--- config.mk ---
export PLATFORM = sky130hd
export DESIGN_NAME = ddr_wr_capture
export DESIGN_NICKNAME = d
export VERILOG_FILES = /design/src/rtl/ddrw_pkg.sv /design/src/rtl/ddrw_lane.sv /design/src/rtl/ddrw_colgen.sv /design/src/rtl/ddrw_ctrl.sv /design/src/rtl/ddr_wr_capture.sv
export SDC_FILE = /design/constraint.sdc
export NUM_CORES = 1
export LEC_CHECK = 0
export BUFFER_PORTS_ARGS = -buffer_cell sky130_fd_sc_hd__buf_2
export CAP_MARGIN = 0
export CORE_MARGIN = 1.5
export CORE_UTILIZATION = 51
export CTS_CLUSTER_SIZE = 40
export DETAILED_ROUTE_END_ITERATION = 10
export HOLD_SLACK_MARGIN = 0.1
export MAX_ROUTING_LAYER = met4
export PLACE_DENSITY_LB_ADDON = 0.3
export SLEW_MARGIN = 20
export SYNTH_ARGS = -nofsm -noshare
export SYNTH_HDL_FRONTEND = slang
export SYNTH_SLANG_ARGS = --single-unit
--- constraint.sdc ---
create_clock -name clk -period 2.1 [get_ports clk]
set_input_delay 0.105 -clock clk [delete_from_list [all_inputs] [get_ports clk]]
set_output_delay 0.105 -clock clk [all_outputs]
set_load 0.05 [all_outputs]
--- src/rtl/ddrw_pkg.sv ---
package ddrw_pkg;

    localparam int BEAT_W = 4;

    typedef enum logic [1:0] {
        ST_IDLE     = 2'd0,
        ST_PREAMBLE = 2'd1,
        ST_BURST    = 2'd2
    } cap_state_e;

    // burst length code to beat count; codes 2 and 3 both mean eight
    function automatic logic [BEAT_W-1:0] beats_of(input logic [1:0] code);
        case (code)
            2'd0:    return BEAT_W'(2);
            2'd1:    return BEAT_W'(4);
            default: return BEAT_W'(8);
        endcase
    endfunction

endpackage

--- src/rtl/ddrw_lane.sv ---
module ddrw_lane
    import ddrw_pkg::*;
#(
    parameter int LANE_W = 8
) (
    input  logic              clk,
    input  logic              rst_n,
    input  logic              arm_i,
    input  logic              disarm_i,
    input  logic              take_i,
    input  logic [BEAT_W-1:0] lim_i,
    input  logic              dqs_i,
    input  logic [LANE_W-1:0] dq_i,
    input  logic              dm_i,
    output logic              have_o,
    output logic              started_o,
    output logic [LANE_W-1:0] byte_o,
    output logic              mask_o
);

    logic              dqs_q, dqs_p_q, dm_q;
    logic [LANE_W-1:0] dq_q;
    logic              armed_q, started_q, have_q, mask_q;
    logic [BEAT_W-1:0] cnt_q;
    logic [LANE_W-1:0] byte_q;
    logic              rise, toggle, hit, accept;

    // input sampling; data and strobe share the same register stage
    always_ff @(posedge clk) begin
        if (!rst_n) begin
            dqs_q   <= 1'b0;
            dqs_p_q <= 1'b0;
            dq_q    <= '0;
            dm_q    <= 1'b0;
        end else begin
            dqs_q   <= dqs_i;
            dqs_p_q <= dqs_q;
            dq_q    <= dq_i;
            dm_q    <= dm_i;
        end
    end

    always_comb begin
        rise   = dqs_q & ~dqs_p_q;
        toggle = dqs_q ^ dqs_p_q;
        hit    = started_q ? toggle : rise;
        accept = armed_q && hit && (cnt_q < lim_i);
    end

    always_ff @(posedge clk) begin
        if (!rst_n) begin
            armed_q   <= 1'b0;
            started_q <= 1'b0;
            have_q    <= 1'b0;
            cnt_q     <= '0;
            byte_q    <= '0;
            mask_q    <= 1'b0;
        end else if (arm_i) begin
            armed_q   <= 1'b1;
            started_q <= 1'b0;
            have_q    <= 1'b0;
            cnt_q     <= '0;
        end else if (disarm_i) begin
            armed_q   <= 1'b0;
            started_q <= 1'b0;
            have_q    <= 1'b0;
        end else if (accept) begin
            byte_q    <= dq_q;
            mask_q    <= dm_q;
            have_q    <= 1'b1;
            started_q <= 1'b1;
            cnt_q     <= cnt_q + 1'b1;
        end else if (take_i) begin
            have_q    <= 1'b0;
        end
    end

    assign have_o    = have_q;
    assign started_o = started_q;
    assign byte_o    = byte_q;
    assign mask_o    = mask_q;

    // first beat of a lane is always a low-to-high strobe change
    assert_first_rise_R3: assert property (@(posedge clk) disable iff (!rst_n)
        $rose(started_q) |-> dqs_p_q);

    // nothing is held once capture is disarmed
    assert_idle_empty_R9: assert property (@(posedge clk) disable iff (!rst_n)
        !armed_q |-> !have_q);

    // a lane never takes more beats than the burst length
    assert_cnt_bound_R8: assert property (@(posedge clk) disable iff (!rst_n)
        armed_q |-> (cnt_q <= lim_i));

endmodule

--- src/rtl/ddrw_colgen.sv ---
module ddrw_colgen
    import ddrw_pkg::*;
#(
    parameter int COL_W = 10
) (
    input  logic [COL_W-1:0]  base_i,
    input  logic [BEAT_W-1:0] beat_i,
    input  logic [BEAT_W-1:0] lim_i,
    output logic [COL_W-1:0]  col_o
);

    logic [COL_W-1:0] span, off;

    // sequential order, wrapping inside the aligned burst block
    always_comb begin
        span  = COL_W'(lim_i) - COL_W'(1);
        off   = base_i + COL_W'(beat_i);
        col_o = (base_i & ~span) | (off & span);
    end

endmodule

--- src/rtl/ddrw_ctrl.sv ---
module ddrw_ctrl
    import ddrw_pkg::*;
#(
    parameter int LANES  = 2,
    parameter int LANE_W = 8,
    parameter int COL_W  = 10
) (
    input  logic                    clk,
    input  logic                    rst_n,
    input  logic                    wr_cmd_i,
    input  logic [COL_W-1:0]        wr_col_i,
    input  logic [1:0]              wr_bl_i,
    input  logic                    trunc_i,
    input  logic [LANES-1:0]        have_i,
    input  logic [LANES-1:0]        started_i,
    input  logic [LANES*LANE_W-1:0] bytes_i,
    input  logic [LANES-1:0]        masks_i,
    output logic                    arm_o,
    output logic                    disarm_o,
    output logic                    take_o,
    output logic [BEAT_W-1:0]       lim_o,
    output logic                    word_valid_o,
    output logic [LANES*LANE_W-1:0] word_data_o,
    output logic [COL_W-1:0]        word_col_o,
    output logic [LANES-1:0]        word_be_o,
    output logic                    last_o
);

    cap_state_e        state_q, state_d;
    logic [BEAT_W-1:0] beat_q, lim_q;
    logic [COL_W-1:0]  base_q, col_w;
    logic              arm, fire, final_beat, trunc_hit, done;

    ddrw_colgen #(.COL_W(COL_W)) i_colgen (
        .base_i (base_q),
        .beat_i (beat_q),
        .lim_i  (lim_q),
        .col_o  (col_w)
    );

    always_comb begin
        fire       = (state_q != ST_IDLE) && (&have_i);
        final_beat = fire && (beat_q == lim_q - 1'b1);
        trunc_hit  = (state_q != ST_IDLE) && trunc_i;
        done       = final_beat || trunc_hit;
    end

    // next state
    always_comb begin
        state_d = state_q;
        arm     = 1'b0;
        unique case (state_q)
            ST_IDLE: begin
                if (wr_cmd_i) begin
                    state_d = ST_PREAMBLE;
                    arm     = 1'b1;
                end
            end
            ST_PREAMBLE: begin
                if (done)            state_d = ST_IDLE;
                else if (|started_i) state_d = ST_BURST;
            end
            ST_BURST: begin
                if (done) state_d = ST_IDLE;
            end
            default: state_d = ST_IDLE;
        endcase
    end

    // state register
    always_ff @(posedge clk) begin
        if (!rst_n) state_q <= ST_IDLE;
        else        state_q <= state_d;
    end

    // burst context
    always_ff @(posedge clk) begin
        if (!rst_n) begin
            base_q <= '0;
            lim_q  <= beats_of(2'd0);
            beat_q <= '0;
        end else if (arm) begin
            base_q <= wr_col_i;
            lim_q  <= beats_of(wr_bl_i);
            beat_q <= '0;
        end else if (fire) begin
            beat_q <= beat_q + 1'b1;
        end
    end

    // outputs
    always_ff @(posedge clk) begin
        if (!rst_n) begin
            word_valid_o <= 1'b0;
            word_data_o  <= '0;
            word_col_o   <= '0;
            word_be_o    <= '0;
            last_o       <= 1'b0;
        end else begin
            word_valid_o <= fire;
            last_o       <= done;
            if (fire) begin
                word_data_o <= bytes_i;
                word_col_o  <= col_w;
                word_be_o   <= ~masks_i;
            end
        end
    end

    assign arm_o    = arm;
    assign disarm_o = done;
    assign take_o   = fire;
    assign lim_o    = lim_q;

    // a last pulse always leaves the controller idle
    assert_last_idle_R8: assert property (@(posedge clk) disable iff (!rst_n)
        last_o |-> (state_q == ST_IDLE));

    // last is a single-cycle pulse
    assert_last_pulse_R9: assert property (@(posedge clk) disable iff (!rst_n)
        last_o |=> !last_o);

    // words only come from an armed controller
    assert_word_armed_R2: assert property (@(posedge clk) disable iff (!rst_n)
        word_valid_o |-> ($past(state_q) != ST_IDLE));

    // beat index stays below the burst length while armed
    assert_beat_bound_R6: assert property (@(posedge clk) disable iff (!rst_n)
        (state_q != ST_IDLE) |-> (beat_q < lim_q));

    // a write command while armed leaves the column untouched
    assert_ignore_cmd_R10: assert property (@(posedge clk) disable iff (!rst_n)
        ((state_q != ST_IDLE) && wr_cmd_i) |=> $stable(base_q));

endmodule

--- src/rtl/ddr_wr_capture.sv ---
module ddr_wr_capture
    import ddrw_pkg::*;
#(
    parameter int DQ_W  = 16,
    parameter int LANES = 2,
    parameter int COL_W = 10
) (
    input  logic             clk,
    input  logic             rst_n,
    input  logic             wr_cmd,
    input  logic [COL_W-1:0] wr_col,
    input  logic [1:0]       wr_bl,
    input  logic             trunc_cmd,
    input  logic [LANES-1:0] dqs,
    input  logic [DQ_W-1:0]  dq,
    input  logic [LANES-1:0] dm,
    output logic             word_valid,
    output logic [DQ_W-1:0]  word_data,
    output logic [COL_W-1:0] word_col,
    output logic [LANES-1:0] word_be,
    output logic             last_beat
);

    localparam int LANE_W = DQ_W / LANES;

    logic              arm, disarm, take;
    logic [BEAT_W-1:0] lim;
    logic [LANES-1:0]  have, started, masks;
    logic [DQ_W-1:0]   bytes;

    for (genvar k = 0; k < LANES; k++) begin : g_lane
        ddrw_lane #(.LANE_W(LANE_W)) i_lane (
            .clk       (clk),
            .rst_n     (rst_n),
            .arm_i     (arm),
            .disarm_i  (disarm),
            .take_i    (take),
            .lim_i     (lim),
            .dqs_i     (dqs[k]),
            .dq_i      (dq[k*LANE_W +: LANE_W]),
            .dm_i      (dm[k]),
            .have_o    (have[k]),
            .started_o (started[k]),
            .byte_o    (bytes[k*LANE_W +: LANE_W]),
            .mask_o    (masks[k])
        );
    end

    ddrw_ctrl #(.LANES(LANES), .LANE_W(LANE_W), .COL_W(COL_W)) i_ctrl (
        .clk          (clk),
        .rst_n        (rst_n),
        .wr_cmd_i     (wr_cmd),
        .wr_col_i     (wr_col),
        .wr_bl_i      (wr_bl),
        .trunc_i      (trunc_cmd),
        .have_i       (have),
        .started_i    (started),
        .bytes_i      (bytes),
        .masks_i      (masks),
        .arm_o        (arm),
        .disarm_o     (disarm),
        .take_o       (take),
        .lim_o        (lim),
        .word_valid_o (word_valid),
        .word_data_o  (word_data),
        .word_col_o   (word_col),
        .word_be_o    (word_be),
        .last_o       (last_beat)
    );

endmodule

# Yosys cells after proc, flatten, opt, wreduce, memory -nomap -nowiden
# Index checks and enable logic that the tools add are counted.
[totals]
ff_bits = 103
out_inout_bits = 30
[classes]
add_sub_neg = 6
order_cmp = 2
eq_ne = 7
n_mux = 15
n_bitwise = 14
reduce_logical = 23
[ops]
columns = ["operator", "n"]
rows = [
  ["$and 10x10->10", 2],
  ["$add 4x1->4 const B", 3],
  ["$add 10x4->10", 1],
  ["$not 10->10", 1],
  ["$or 10x10->10", 1],
  ["$mux 1", 9],
  ["$reduce_and 3->1", 3],
  ["$lt 4x4->1", 2],
  ["$mux 2", 4],
  ["$pmux 4 s2", 1],
  ["$reduce_bool 2->1", 4],
  ["$logic_and 1x1->1", 7],
  ["$pmux 2 s3", 1],
  ["$reduce_and 2->1", 3],
  ["$not 1->1", 5],
  ["$sub 4x1->5 const B", 1],
  ["$eq 2x1->1 const B", 2],
  ["$eq 4x4->1", 1],
  ["$logic_not 2->1", 2],
  ["$ne 2x2->1 const B", 2],
  ["$reduce_or 2->1", 2],
  ["$sub 4x1->4 const B", 1],
  ["$ne 3x2->1 const B", 1],
  ["$reduce_or 3->1", 1],
  ["other kinds (5)", 7],
]

# Longest topological paths before layout
# Gate-level depths: netlist (run 1).
[depth]
word_depth = 6
depth_mapped = 9

# Cells and area by module
# A second synthesis (run 1) with hierarchy kept.
[unflattened]
hier_cells = 487
hier_area_um2 = 4520.6
[by_module_without_submodules]
columns = ["mod", "instances", "cells_per_inst", "area_per_inst_um2", "seq_area_each_um2"]
rows = [
  ["ddrw_lane", 2, 110, 1084.8, 540.5],
  ["ddrw_ctrl", 1, 225, 2019.4, 980.9],
  ["ddrw_colgen", 1, 42, 331.6, 0.0],
]

# Worst setup path after synthesis (run 1)
# Ideal clock, no wire load.
[synth_path]
path_type = "reg-to-reg"
start = "register i_ctrl.lim_q[1], in the netlist i_ctrl.lim_o[1]"
end = "register g_lane[0].i_lane.byte_q[0]"
setup_time_ns = 0.072
arrival_ns = 2.042
required_ns = 2.028
path_slack_ns = -0.013
stages_incl_launch_ff = 10
synth_period_minus_slack_ns = 2.113
cell_sequence = "dfxtp_1 > clkbuf_8 > inv_1 > ha_1 > xor2_1 > a41oi_4 > nor3b_4 > and2_4 > buf_12 > mux2i_1"
[synth_between]
elab_chain_cells = 6
word_cells_on_any_way = 8
classes_between = "add/sub (1); order compare (1); eq/ne (1); bitwise (1); reduce/logical (4)"
[synth_rtl]
columns = ["item", "line", "source"]
rows = [
  ["from (decl)", "ddrw_ctrl.sv:30", "logic [BEAT_W-1:0] beat_q, lim_q;"],
  ["from (signal assigned)", "ddrw_ctrl.sv:80", "lim_q <= beats_of(2'd0);"],
  ["from (signal assigned)", "ddrw_ctrl.sv:84", "lim_q <= beats_of(wr_bl_i);"],
  ["$sub 4x1->4", "ddrw_ctrl.sv:43", "final_beat = fire && (beat_q == lim_q - 1'b1);"],
  ["$eq 4x4->1", "ddrw_ctrl.sv:43", ""],
  ["$logic_and 1x1->1", "ddrw_ctrl.sv:43", ""],
  ["$logic_or 1x1->1", "ddrw_ctrl.sv:45", "done = final_beat || trunc_hit;"],
  ["$not 1->1 (no source line)", "-", ""],
  ["$reduce_and 3->1 (no source line) *", "-", ""],
  ["to (signal assigned)", "ddrw_lane.sv:68", "byte_q <= dq_q;"],
  ["to (decl)", "ddrw_lane.sv:25", "logic [LANE_W-1:0] byte_q;"],
]
# Mark *: on every way between the ends. The rest lies on a longest branch, timed or not.
# A chain may end at the register's enable or synchronous reset.

# Worst setup path in the final report (run 1)
[layout_path]
start = "register i_ctrl.lim_q[2], in the netlist i_ctrl.lim_o[2]"
end = "register g_lane[0].i_lane.byte_q[6]"
# Same word-level chain as after synthesis.

==> impl_metrics.json, run 1 <==
{
  "cp-startpoint": "i_ctrl.lim_o[2]$_SDFFE_PN0P_",
  "h-tree-depth": 3,
  "ios": 66,
  "synth_top_cell_by_area": "dfxtp_1",
  "dpl-instance-area_mm2": 0.00461,
  "finalWorstSetupSlack_ns": 0.167,
  "coreArea_mm2": 0.00785,
  "power_density_mw_per_mm2": 692,
  "skew_ns": 0.0166,
  "antenna_found_initial": 0,
  "grt_pass1_wl_um": 14000,
  "cts_buffers": 9,
  "synth_ff_type": "dfxtp_1",
  "clk_path_buf_depth": 2,
  "maxCapViolCount": 0,
  "yosysMostFrequentCell": "nand2_1",
  "hold_class": "in -> reg",
  "antenna_left": 0,
  "synth.distinct_cells": 44,
  "ys_ff_latch": 102,
  "die_h_um": 93.8,
  "drtPass1Iterations": 4,
  "cts_root_buf": "clkbuf_8",
  "gp_congestion": 0.856,
  "async_flop_share_pct": 0,
  "post_cts_buffers": 0,
  "place_ws_ns": 0.113,
  "synth_cells": 453,
  "rr_startpoint": "i_ctrl.lim_o[2]$_SDFFE_PN0P_",
  "viasPerCell": 5.03,
  "nFillCells": 638,
  "final-hold-violation-count": 0,
  "drt-total-wl_um": 8610,
  "arrival_ns": 2.25,
  "clock-sinks": 102,
  "layout-drive-gt1-share_pct": 20.2,
  "post-route-period-util_pct": 92.1,
  "grt_max_degree": 34,
  "overflow": 0,
  "core.rowCount": 32,
  "synth.cells.most_frequent": "nand2_1, dfxtp_1, a21boi_0, and2_1, mux2i_1",
  "clock_latency_ns": 0.38,
  "dr.first_iter.drc_count": 121,
  "finalSetupTns_ns": 0,
  "max_slew.worst_pin.slew_ns": 0.506,
  "synth_edf_count": 0,
  "synth.avg_cell_area_um2": 9.28,
  "area_growth_pct": 22.6,
  "fin_area_mm2": 0.00515,
  "grt_busiest_layer": "met2",
  "setup_violations": 0,
  "antenna_cells": 0,
  "cp.required_ns": 2.41,
  "irDropWorstVdd_mv": 0.404,
  "min_period_ns": 1.93,
  "grtUsageMet3_pct": 5.34,
  "grtUsageMet2_pct": 35.9,
  "gr-usage-met1_pct": 24.4,
  "initial_core_util_pct": 53.6,
  "drc": 0,
  "crit_fanout": 4,
  "status": "finished, final reports clean",
  "synth_top_area_share_pct": 48.6,
  "min_from": "rst_n",
  "hpwl_um": 5530,
  "synth_nets": 504,
  "portBuffers": 65,
  "wire_per_inst_um": 13.1,
  "ys_seq_area_share_pct": 48.6,
  "fmax_mhz": 517,
  "dr_total_vias": 3304,
  "rsz0062_at_grt": "no",
  "grt_pass1_vias": 3091,
  "yosysWarnings": 0,
  "grt_use_total_pct": 21.0,
  "p_leak_nw": 2.13,
  "start_kind": "flip-flop",
  "maxSlewHeadroom_pct": 66.3,
  "synth_area_leaders": "dfxtp_1, nand2_1, a21boi_0",
  "die_w_um": 93.8,
  "fin_nets": 601,
  "fp.dieArea_mm2": 0.00879,
  "clk_pin_slew_worst_paths_ns": 0.10,
  "cts_tree": "built",
  "slew_violations": 0,
  "critPathCaptureType": "flip-flop",
  "syn_area_mm2": 0.00420,
  "crit_type": "reg -> reg"
}
final timing paths:
path                                                                 to  slack (ns)  cells past startpoint
worst max-delay path            g_lane[0].i_lane.byte_o[6]$_SDFFE_PN0P_        0.17                      7
worst min-delay path                       i_ctrl.lim_o[1]$_SDFFE_PN1P_        0.19                      2
worst max register to register  g_lane[0].i_lane.byte_o[6]$_SDFFE_PN0P_        0.17                      7
worst min register to register  g_lane[0].i_lane.byte_o[3]$_SDFFE_PN0P_        0.45                      2
timing repair:
item,CTS,global route
hold buffers,32,0
resized for setup,0,4
hold endpoints to repair,33,0
setup endpoints to repair,0,5
sequential cells by signal, summed over array words and instances (netlist names), 3 cells and up:
signal,count
g_lane.i_lane.dq_q,16
g_lane.i_lane.cnt_q,8
i_ctrl.base_q,10
i_ctrl.word_data_o,16
i_ctrl.lim_o,3
g_lane.i_lane.byte_o,16
i_ctrl.beat_q,4
i_ctrl.word_col_o,10
routing by layer:
metal | share of wire [%] | vias up
met5 | 0 | -
met4 | 1.1 | 0
met2 | 49 | 60
met1 | 46 | 1536
met3 | 4.1 | 11
li1 | - | 1697
placed cells by master, fill, tap and decap left out, types with 12 or more instances in the layout:
cell type	count
buf_4	12
nor2_1	20
nand2_1	112
dlygate4sd3_1	32
ha_1	13
o21ai_0	13
buf_2	65
a21boi_0	30
a21oi_1	16
and2_1	23
inv_1	12
dfxtp_1	101
mux2i_1	22
report_power, final:
| part | internal (mW) | switching (mW) | leakage (nW) |
|---|---|---|---|
| Clock | 0.474 | 0.767 | 0.0974 |
| Sequential | 1.98 | 0.0303 | 0.831 |
| Combinational | 0.160 | 0.152 | 1.20 |
layout make-up:
class | count | area [um2] | share of cell area (%)
Timing Repair Buffer | 109 | 736 | 14.3
Tap cell | 102 | 128 | 2.48
Clock buffer | 9 | 124 | 2.40
Multi-Input combinational cell | 316 | 2000 | 38.9
Sequential cell | 102 | 2040 | 39.7
Clock inverter | 7 | 72.6 | 1.41
Inverter | 12 | 45.0 | 0.874
critical path: stages, from the launching register on:
cell,delay (ns)
dfxtp_2,0.35
inv_1,0.11
ha_2,0.21
xnor3_2,0.27
a41oi_4,0.21
nor3b_4,0.26
and2_2,0.27
mux2i_1,0.19
logic make-up (layout without fill, tap and decap cells):
kind of cell / after synthesis / in the layout / share of synthesized area, %
flops: 102 / 102 / 48.6
buf+inv: 36 / 137 / 4.41
xor+xnor: 16 / 16 / 3.69
simple gates: 183 / 184 / 20.1
fa+ha+maj: 15 / 15 / 4.64
compound gates: 79 / 79 / 13.3
mux: 22 / 22 / 5.24
metrics by stage:
stage | std cells | utilization, % | power, mW | hold WS (ns)
floorplan | 453 | - | 2.23 | 0.232
global placement | 608 | 58.8 | 2.31 | 0.309
detailed placement | 608 | 58.8 | 2.31 | 0.313
global route | 657 | 65.7 | 3.70 | 0.193
CTS | 656 | 65.4 | 3.58 | 0.169
finish | 657 | 65.7 | 3.57 | 0.190
No activity file was read; power rests on OpenSTA's default activity.
==> run 2, diff against run 1 <==
- REMOVE_ABC_BUFFERS: not set -> 1
==> run 2 against run 1 <==
Against the previous run:
- via count about the same
- first-iteration DRC count rose by 0.83%
- worst setup slack worse by 0.040 ns
- global-route usage is 0.36 points higher
- worst hold slack better by 0.076 ns
- maximum frequency decreased by 2.0%
- wire length is 1.1% higher
- critical path depth is the same
- final area barely moved
- core utilization about the same
- critical path type unchanged
- critical endpoint is now g_lane[0].i_lane.mask_o$_SDFFE_PN0P_
- highest routed layer unchanged
==> impl_metrics.json, run 2 (same netlist as run 1, synthesis figures left out) <==
{
  "ios": 66,
  "fmax_mhz": 507,
  "maxSlewHeadroom_pct": 66.0,
  "cpMaxStageDelayCell": "dfxtp_2",
  "cts_tree": "built",
  "clock-sinks": 102,
  "post-route-period-util_pct": 93.9,
  "hpwl_um": 5700,
  "crit_family": "simple AND/OR/NAND/NOR gates",
  "coreArea_mm2": 0.00785,
  "hold_class": "in -> reg",
  "die_w_um": 93.8,
  "gp_congestion": 0.877,
  "cp-startpoint": "i_ctrl.lim_o[2]$_SDFFE_PN0P_",
  "drc": 0,
  "critPathCaptureType": "flip-flop",
  "start_kind": "flip-flop",
  "cts_buffers": 9,
  "grt_max_degree": 44,
  "drtPass1Iterations": 5,
  "fin_util_pct": 65.6,
  "fin_nets": 601,
  "antenna_found_initial": 0,
  "skew_ns": 0.0100,
  "fp.dieArea_mm2": 0.00879,
  "rr_startpoint": "i_ctrl.lim_o[2]$_SDFFE_PN0P_",
  "antenna_cells": 0,
  "total_power_mw": 3.59,
  "overflow": 0,
  "core.rowCount": 32,
  "path_cells": "inv_1, ha_1, xor2_1, a41oi_4, nor3b_4, and2_4, mux2i_1",
  "initial_core_util_pct": 53.6,
  "p_leak_nw": 2.14,
  "slowest_delay_ns": 0.36,
  "slew_violations": 0,
  "cp.required_ns": 2.39,
  "die_h_um": 93.8,
  "rsz0062_at_grt": "no",
  "drt-total-wl_um": 8710,
  "dr.first_iter.drc_count": 122,
  "grt_use_total_pct": 21.4,
  "setup_violations": 0,
  "grt_pass1_vias": 3254,
  "grt_pass1_wl_um": 14400,
  "power_density_mw_per_mm2": 697,
  "layout-drive-gt1-share_pct": 19.3,
  "antenna_left": 0,
  "mostFrequentLayoutCells": "nand2_1, dfxtp_1, buf_2",
  "critPathBufInv": 1,
  "h-tree-depth": 3,
  "crit_type": "reg -> reg",
  "area_growth_pct": 22.5,
  "final-hold-violation-count": 0,
  "min_period_ns": 1.97,
  "post_cts_buffers": 0,
  "clk_pin_slew_worst_paths_ns": 0.10,
  "final_common_cell": "nand2_1",
  "irDropWorstVdd_mv": 0.488,
  "clock_latency_ns": 0.37,
  "min_from": "wr_cmd",
  "dr_total_vias": 3306,
  "viasPerCell": 5.03,
  "portBuffers": 65,
  "status": "finished, final reports clean",
  "clk_path_buf_depth": 2,
  "maxCapViolCount": 0,
  "cts_root_buf": "clkbuf_8",
  "wire_per_inst_um": 13.3,
  "crit_fanout": 9,
  "arrival_ns": 2.27,
  "max_slew.worst_pin.slew_ns": 0.502
}
-- run 2: cell types whose count changed in the layout (fill, tap and decap cells not counted) --
cell / delta
a21oi_1: +1
a21oi_2: -1
and2_2: -1
buf_4: -1
bufinv_16: +1
clkinv_2: +2
clkinvlp_4: -1
dlygate4sd3_1: +2
ha_1: +1
ha_2: -1
inv_12: -1
inv_8: -1
xor2_1: +1
xor2_2: -1
-- run 2: metrics by stage --
step | cells | instance area, um2 | hold WS (ns) | setup WS [ns] | setup TNS (ns)
4_1_cts | 657 | 5150 | 0.252 | 0.0819 | 0
2_1_floorplan | 429 | 4060 | 0.196 | -0.195 | -1.62
3_3_place_gp | 607 | 4610 | 0.312 | 0.182 | 0
6_report | 657 | 5150 | 0.266 | 0.127 | 0
3_5_place_dp | 607 | 4610 | 0.314 | 0.124 | 0
5_1_grt | 657 | 5150 | 0.300 | 0.0368 | 0
-- run 2: path summary, 6_finish.rpt --
| kind | endpoint | cells past startpoint | slack [ns] |
|---|---|---|---|
| setup reg to reg | g_lane[0].i_lane.mask_o$_SDFFE_PN0P_ | 7 | 0.13 |
| hold / removal | g_lane[1].i_lane.started_o$_SDFFE_PP0P_ | 4 | 0.27 |
| hold reg to reg | g_lane[1].i_lane.byte_o[4]$_SDFFE_PN0P_ | 2 | 0.44 |
| setup / recovery | g_lane[0].i_lane.mask_o$_SDFFE_PN0P_ | 7 | 0.13 |
-- run 2: worst register-to-register path, cell delays in order, from the launching register on --
cell     delay (ns)
dfxtp_2        0.36
inv_1          0.08
ha_1           0.32
xor2_1         0.18
a41oi_4        0.25
nor3b_4        0.23
and2_4         0.27
mux2i_1        0.22
-- run 2: layer usage --
layer | routed length [um] | GRT usage (%)
met4 | 146 | 8.33
met2 | 4210 | 36.3
met1 | 4030 | 24.9
met5 | 0 | -
met3 | 325 | 4.45
-- run 2: repair_timing --
| item | 4_1_cts | 5_1_grt |
|---|---|---|
| resized for setup | 0 | 1 |
| endpoints found under the setup margin | 0 | 4 |
| hold endpoints to repair | 34 | 0 |
| hold buffers | 34 | 0 |
-- run 2: power by group --
group | switching (mW) | internal (mW) | total [mW]
sequential | 0.0311 | 1.98 | 2.01
clock | 0.699 | 0.566 | 1.26
combinational | 0.151 | 0.159 | 0.310
-- run 2: final cells by class --
class | count | area [um2]
clock buffer | 9 | 124
inverter | 12 | 45.0
clock inverter | 7 | 77.6
sequential | 102 | 2040
multi-input combinational | 315 | 1980
tap | 102 | 128
timing repair buffer | 110 | 748
fill | 678 | 2700
